--- config.mk ---
export PLATFORM = sky130hd
export DESIGN_NAME = cond_branch_eval
export DESIGN_NICKNAME = d
export VERILOG_FILES = /design/src/rtl/cbe_pkg.sv /design/src/rtl/cbe_decode.sv /design/src/rtl/cbe_cond_eval.sv /design/src/rtl/cbe_target.sv /design/src/rtl/cond_branch_eval.sv
export SDC_FILE = /design/constraint.sdc
export NUM_CORES = 1
export LEC_CHECK = 0
export ABC_AREA = 1
export BUFFER_PORTS_ARGS = -buffer_cell sky130_fd_sc_hd__buf_2
export CAP_MARGIN = 10
export CORE_MARGIN = 5
export CORE_UTILIZATION = 46
export CTS_CLUSTER_SIZE = 20
export DETAILED_ROUTE_END_ITERATION = 6
export PLACE_DENSITY = 0.76
export SLEW_MARGIN = 20
export SYNTH_ARGS = -nofsm -noshare
export SYNTH_HDL_FRONTEND = slang
export SYNTH_SLANG_ARGS = --single-unit
--- constraint.sdc ---
create_clock -name clk -period 1.95 [get_ports clk]
set_input_delay 0.585 -clock clk [delete_from_list [all_inputs] [get_ports clk]]
set_output_delay 0.585 -clock clk [all_outputs]
set_load 0.01 [all_outputs]
--- src/rtl/cbe_pkg.sv ---
package cbe_pkg;

  typedef struct packed {
    logic n;
    logic z;
    logic v;
    logic c;
  } cbe_flags_t;

  typedef enum logic [3:0] {
    COND_NONE,
    COND_ALWAYS,
    COND_NE,
    COND_EQ,
    COND_GE,
    COND_LT,
    COND_GT,
    COND_LE,
    COND_PL,
    COND_MI,
    COND_HI,
    COND_LOS,
    COND_VC,
    COND_VS,
    COND_CC,
    COND_CS
  } cbe_cond_e;

  localparam int unsigned INSTR_W = 16;
  localparam int unsigned DISP_W  = 8;

endpackage

--- src/rtl/cbe_decode.sv ---
module cbe_decode
  import cbe_pkg::*;
(
  input  logic [INSTR_W-1:0] instr,
  output cbe_cond_e          cond,
  output logic               is_branch,
  output logic [DISP_W-1:0]  disp
);

  logic [3:0] code;
  logic       family_ok;

  assign code      = {instr[15], instr[10:8]};
  assign family_ok = (instr[14:11] == 4'b0000);
  assign disp      = instr[DISP_W-1:0];

  // Code 0000 covers the byte swap pattern and other non-branch words.
  always_comb begin
    cond = COND_NONE;
    if (family_ok) begin
      case (code)
        4'b0001: cond = COND_ALWAYS;
        4'b0010: cond = COND_NE;
        4'b0011: cond = COND_EQ;
        4'b0100: cond = COND_GE;
        4'b0101: cond = COND_LT;
        4'b0110: cond = COND_GT;
        4'b0111: cond = COND_LE;
        4'b1000: cond = COND_PL;
        4'b1001: cond = COND_MI;
        4'b1010: cond = COND_HI;
        4'b1011: cond = COND_LOS;
        4'b1100: cond = COND_VC;
        4'b1101: cond = COND_VS;
        4'b1110: cond = COND_CC;
        4'b1111: cond = COND_CS;
        default: cond = COND_NONE;
      endcase
    end
  end

  assign is_branch = (cond != COND_NONE);

endmodule

--- src/rtl/cbe_cond_eval.sv ---
module cbe_cond_eval
  import cbe_pkg::*;
(
  input  cbe_cond_e  cond,
  input  cbe_flags_t flags,
  output logic       taken
);

  logic sgn_lt;
  logic sgn_le;
  logic uns_le;

  assign sgn_lt = flags.n ^ flags.v;
  assign sgn_le = flags.z | sgn_lt;
  assign uns_le = flags.c | flags.z;

  always_comb begin
    unique case (cond)
      COND_NONE:   taken = 1'b0;
      COND_ALWAYS: taken = 1'b1;
      COND_NE:     taken = ~flags.z;
      COND_EQ:     taken = flags.z;
      COND_GE:     taken = ~sgn_lt;
      COND_LT:     taken = sgn_lt;
      COND_GT:     taken = ~sgn_le;
      COND_LE:     taken = sgn_le;
      COND_PL:     taken = ~flags.n;
      COND_MI:     taken = flags.n;
      COND_HI:     taken = ~uns_le;
      COND_LOS:    taken = uns_le;
      COND_VC:     taken = ~flags.v;
      COND_VS:     taken = flags.v;
      COND_CC:     taken = ~flags.c;
      COND_CS:     taken = flags.c;
      default:     taken = 1'b0;
    endcase
  end

endmodule

--- src/rtl/cbe_target.sv ---
module cbe_target
  import cbe_pkg::*;
#(
  parameter int unsigned ADDR_W = 16
) (
  input  logic [ADDR_W-1:0] pc_next,
  input  logic [DISP_W-1:0] disp,
  input  logic              taken,
  output logic [ADDR_W-1:0] target
);

  localparam int unsigned SCALED_W = DISP_W + 1;

  logic [SCALED_W-1:0] scaled;
  logic [ADDR_W-1:0]   offset;

  // Word displacement becomes a byte offset.
  assign scaled = {disp, 1'b0};

  generate
    if (ADDR_W > SCALED_W) begin : g_extend
      assign offset = {{(ADDR_W-SCALED_W){disp[DISP_W-1]}}, scaled};
    end else begin : g_trunc
      assign offset = scaled[ADDR_W-1:0];
    end
  endgenerate

  assign target = taken ? (pc_next + offset) : pc_next;

endmodule

--- src/rtl/cond_branch_eval.sv ---
module cond_branch_eval
  import cbe_pkg::*;
#(
  parameter int unsigned ADDR_W = 16
) (
  input  logic              clk,
  input  logic              rst_n,
  input  logic              in_valid,
  output logic              in_ready,
  input  logic [15:0]       in_instr,
  input  logic [ADDR_W-1:0] in_pc,
  input  logic [3:0]        in_flags,
  output logic              out_valid,
  input  logic              out_ready,
  output logic              out_is_branch,
  output logic              out_taken,
  output logic [ADDR_W-1:0] out_target
);

  cbe_cond_e         cond;
  cbe_flags_t        flags;
  logic              dec_branch;
  logic [DISP_W-1:0] disp;
  logic              cond_taken;
  logic [ADDR_W-1:0] next_target;
  logic              accept;

  assign flags = cbe_flags_t'(in_flags);

  cbe_decode u_decode (
    .instr     (in_instr),
    .cond      (cond),
    .is_branch (dec_branch),
    .disp      (disp)
  );

  cbe_cond_eval u_cond (
    .cond  (cond),
    .flags (flags),
    .taken (cond_taken)
  );

  cbe_target #(.ADDR_W(ADDR_W)) u_target (
    .pc_next (in_pc),
    .disp    (disp),
    .taken   (cond_taken),
    .target  (next_target)
  );

  assign in_ready = ~out_valid | out_ready;
  assign accept   = in_valid & in_ready;

  always_ff @(posedge clk) begin
    if (!rst_n) begin
      out_valid     <= 1'b0;
      out_is_branch <= 1'b0;
      out_taken     <= 1'b0;
      out_target    <= '0;
    end else if (accept) begin
      out_valid     <= 1'b1;
      out_is_branch <= dec_branch;
      out_taken     <= cond_taken;
      out_target    <= next_target;
    end else if (out_ready) begin
      out_valid     <= 1'b0;
    end
  end

endmodule

======== Word-level counts from Yosys, hierarchy flattened ========
Memory sizes are Yosys's and may differ from the RTL's.
Cells that the tools add are included.
word-level totals
  register bits after elaboration ......... 19
  ROM bits ................................ 64
  input port bits ......................... 40
  output and inout port bits .............. 20
  memories kept ........................... 1
operators by class
  $add $sub $neg .......................... 1
  equality and inequality tests ........... 15
  multiplexer cells ....................... 5
  bitwise gates (word level) .............. 13
  reduce and logical (&&, ||, !) cells .... 4
memory list
  name             words  bits a word  rd ports  clocked after memory_dff  wr ports  RTL line          RTL
  (no name shown)  16     4            1         0                         0         cbe_decode.sv:21  case (code)
operator list
  cell                                           count
  == test 4 bit, second input constant           8
  adder 16 bit                                   1
  == test 4 x 3 -> 1 bit, second input constant  4
  two-way mux 16 bit                             1
  case mux 1 bit (16 select lines)               1
  == test 4 x 2 -> 1 bit, second input constant  2
  zero test 4 bit                                2
  inverter 1 bit                                 8
  == test 4 x 1 -> 1 bit, second input constant  1
  two-way mux 4 bit                              1
  nonzero test 4 bit                             1
  bitwise OR 1 bit                               3
  two-way mux 1 bit                              2
  nonzero test 2 bit                             1
  bitwise AND 1 bit                              1
  bitwise XOR 1 bit                              1

======== Logic depth before layout (Yosys ltp) ========
  depth after elaboration ................. 5
  gate-level depth with buffers ........... 15

======== Modules after synthesis ========
From an unflattened synthesis, not the netlist that was laid out.
unflattened totals
  cells, all modules ...................... 405
  area total of the unflattened synthesis .. 2273.4 um^2
by module, submodules not included
  module            times used  cells an instance  area an instance (um^2)  seq. area each (um^2)
  cbe_target        1           216                1058.5                   0.0
  cond_branch_eval  1           123                908.4                    380.4
  cbe_cond_eval     1           44                 178.9                    0.0
  cbe_decode        1           22                 127.6                    0.0

======== Worst setup path after synthesis ========
OpenSTA, ideal clock, no wires.
  kind .................................... input -> register
  start point ............................. input port in_instr[0]
  end point ............................... register out_target[11]
  library setup time ...................... 0.109 ns
  arrival ................................. 1.991 ns
  data required time ...................... 1.841 ns
  setup slack ............................. -0.149 ns
  stages on the path ...................... 13
  buffers on the path ..................... 0
  cells stage by stage .................... ha_1 > inv_1 > fa_1 > o21ai_1 > nand2_1 > nand2_1 > nand3b_1 > nand2_1 > nand2_1 > nand3_1 > nand3_1 > nand2_1 > inv_1
between the ends
  cells in the longest elaborated chain, start to end .. 2
ends and longest elaborated chain
  element               RTL line                RTL
  from (decl)           cond_branch_eval.sv:10  input logic [15:0] in_instr,
  adder 16 bit          cbe_target.sv:28        assign target = taken ? (pc_next + offset) : pc_next;
  two-way mux 16 bit    cbe_target.sv:28
  to (signal assigned)  cond_branch_eval.sv:63  out_target <= next_target;
  to (decl)             cond_branch_eval.sv:17  output logic [ADDR_W-1:0] out_target
Every way passes these cells.
A chain may end at the register's enable or synchronous reset.

======== Worst setup path after layout ========
  start point ............................. input port in_instr[3]
  end point ............................... register out_target[5]
The elaborated chain is that of the path after synthesis.

==> results by group <==
Finish
  – N_diodes: 0
  – Final net count: 456
  – Final Cell Area: 2740 µm²
  – Share of layout cells above drive strength 1: 36.8%
  – P&R area growth vs syn: 48.7%

Route
  – Drt via density: 5.04
  – DRC: 0
  – Pre-Repair DR Iteration Count: 4
  – WL/cell: 12.1 µm
  – Routed Antenna Nets: 0
  – Vias: 2267
  – DRT iter0 DRCs: 127
  – Routed Wire Length: 5440 µm

Hold path
  – Hold Path Stages: 2
  – Hold Path Sink: out_target[2]$_SDFFE_PN0P_
  – HP Start: out_target[2]$_SDFFE_PN0P_
  – Hold/Removal Path Class: reg -> reg

Global routing
  – Vias in the first global route: 1978
  – Initial antenna violation count: 0
  – Largest net degree at the start of global routing: 29
  – Total gr overflow: 0
  – Overall Global Routing Usage: 18.7%
  – First-pass GRT wire length: 8140 µm

Synth
  – Avg Cell Area, Syn: 6.05 µm²
  – Register area share after synthesis: 20.7%
  – Post-Syn Nets: 359
  – Synth Cell Area: 1840 µm²
  – Top FF cell, synth: dfxtp_1
  – Area contributors post-synth: dfxtp_1 (21%), nand2_1 (15%), nand3_1 (11%), ha_1 (9.5%), inv_1 (7.7%)
  – Top-area cell type share of the netlist area: 20.7%
  – Netlist cell types: 29
  – Async SR Flop Fraction: 0%
  – Register bit count reported by yosys: 19
  – Syn Inst Count: 304
  – Ys Warns: 0
  – Post-synth EDFFs: 0
  – Synth area leader: dfxtp_1

Timing
  – Worst setup margin: -0.00248 ns
  – Slew headroom: 71.7%
  – Final Cycle Share: 100%
  – Worst Tran Pin Value: 0.424 ns
  – Setup Skew: 0.00110 ns
  – Setup_tns: -0.00248 ns
  – Period minus WS final: 1.95 ns
  – # setup viols final: 1
  – RSZ-0062 raised after global routing: true
  – Slew Limit Fails: 0
  – Hold Vio Cnt, Final: 0
  – Max Clock Freq: 0.512 GHz

Worst setup path
  – RR Startpoint: out_valid$_SDFFE_PN0P_
  – Arrival time at the worst endpoint: 2.09 ns
  – Setup CP Type: in -> reg
  – R2R cell count: 6
  – RR Endpoint: out_target[15]$_SDFFE_PN0P_
  – WP data required: 2.09 ns
  – Setup crit end kind: flop
  – CP startpoint kind: primary input
  – Worst reg-to-reg setup slack: 0.71 ns
  – CP max FO: 4

Power and ir drop
  – Pleak: 1.46 nW
  – VDD IR max: 0.000254 V
  – PD cells: 485 nW/µm²
  – Total power draw: 1.33 mW

Floorplan
  – Core box area: 3940 µm²
  – Full die area: 5370 µm²
  – Cell row count: 23
  – Chip width: 73.3 µm
  – Starting Density: 46.7%
  – Top Ports: 60
  – Die height: 73.3 µm

Status
  – Outcome: finished, violations left
  – Failing checks: negative setup slack

Clocking
  – Worst skew pair latency: 0.26 ns
  – H-tree depth: 1
  – CTS tree: built
  – Root Buffer: clkbuf_8
  – CTS sink cnt: 19
  – Worst-path clk slew: 0.07 ns
  – Maximum clock path buffer count: 2
  – Total CTS buffers: 3

Place
  – Routability Congestion: 0.873
  – Hpwl dp: 4170 µm
  – Input/output buffers: 59
  – Area after DPL: 2420 µm²

Job
  – MaxCap Viol Count: 0
registers in the layout (all words and copies together) (netlist names):
signal,cells
out_target,16
out_taken,1
out_valid,1
out_is_branch,1
synth_stat cells (2+ instances only):
cell type	count
nand2_1	75
a21oi_1	21
nor2_1	37
buf_2	3
nand3b_1	3
ha_1	14
a31oi_1	2
o21ai_1	8
xor2_1	4
inv_1	38
o21ai_0	6
nor2_4	3
dfxtp_1	19
xnor2_1	5
a21o_1	2
nand3_1	39
nand4_1	7
inv_2	6
o211ai_1	2
cell families (layout without fill, tap and decap cells):
group / Yosys count / in the layout / synth area share [%]
flip-flops: 19 / 19 / 20.7
AND/OR/NAND/NOR: 167 / 167 / 40.3
XOR/XNOR: 9 / 9 / 4.28
buffers and inverters: 50 / 146 / 10.8
AO/OA/AOI/OAI: 44 / 44 / 13.3
adder cells (fa/ha/maj): 15 / 15 / 10.6
critical path, stage by stage:
cell and delay (ns):
buf_2 0.10, ha_1 0.34, a21oi_1 0.28, o21ai_4 0.12, buf_6 0.13, buf_4 0.13
xnor2_1 0.18, nand2_1 0.08, nand3_1 0.08, a21oi_1 0.07
how the worst max path moves through the flow:
stage                                       end  slack [ns]  cells after the start   startpoint
finish               out_target[5]$_SDFFE_PN0P_      -0.002                     10  in_instr[3]
global route        out_target[11]$_SDFFE_PN0P_       -0.10                     14     in_pc[1]
CTS                 out_target[15]$_SDFFE_PN0P_        0.02                     12     in_pc[1]
detailed placement  out_target[15]$_SDFFE_PN0P_       -0.24                     12     in_pc[1]
global placement    out_target[15]$_SDFFE_PN0P_       -0.20                     12     in_pc[1]
floorplan           out_target[11]$_SDFFE_PN0P_       -0.01                     13  in_instr[0]
final cells by class:
class	count	area (µm²)
Timing Repair Buffer	98	614
Clock buffer	3	41.3
Tap cell	50	62.6
Fill cell	325	1210
Inverter	44	165
Clock inverter	1	5.00
Multi-Input combinational cell	235	1470
Sequential cell	19	380
power breakdown:
| group | internal (mW) | switching, mW |
|---|---|---|
| Sequential | 0.418 | 0.0139 |
| Clock | 0.142 | 0.131 |
| Combinational | 0.291 | 0.330 |
metal layers:
metal  routed length, µm  up-vias  track usage, %  share of wire (%)
met2                2720       59            32.7                 50
met5                   0        -               0                  0
met3                 240        9            1.09                4.4
met4                  91        0            6.76                1.7
li1                    -     1190               -                  -
met1                2390     1009            24.0                 44
timing repair:
| item | 4_1_cts | 5_1_grt |
|---|---|---|
| hold buffers | 0 | 0 |
| resized for setup | 0 | 41 |
| endpoints found under the setup margin | 0 | 16 |
| setup buffers | 0 | 6 |
layout by cell type, fill, tap and decap left out, types with 4 or more instances in the layout:
master   synthesis  final
buf_4            0     38
ha_1            14      5
inv_1           38     37
buf_2            3     56
nand3_1         39     36
dfxtp_1         19     19
ha_4             0      9
o21ai_0          6      5
nand2_2          0      4
inv_2            6      7
xnor2_1          5      5
o21ai_1          8      7
nand4_1          7      7
nor2_1          37     34
xor2_1           4      4
a21oi_1         21     13
a21oi_2          1      9
nand2_1         75     71
metrics by stage:
step                      util [%]  setup WS, ns  std cells  hold WS, ns
after floorplan                  -       -0.0121        304        0.490
after global placement        61.4        -0.203        440        0.450
after detailed placement      61.4        -0.236        440        0.454
after CTS                     62.6        0.0206        444        0.469
after global routing          69.4        -0.103        450        0.482
final                         69.4      -0.00248        450        0.466
(Power assumes the default switching activity.)
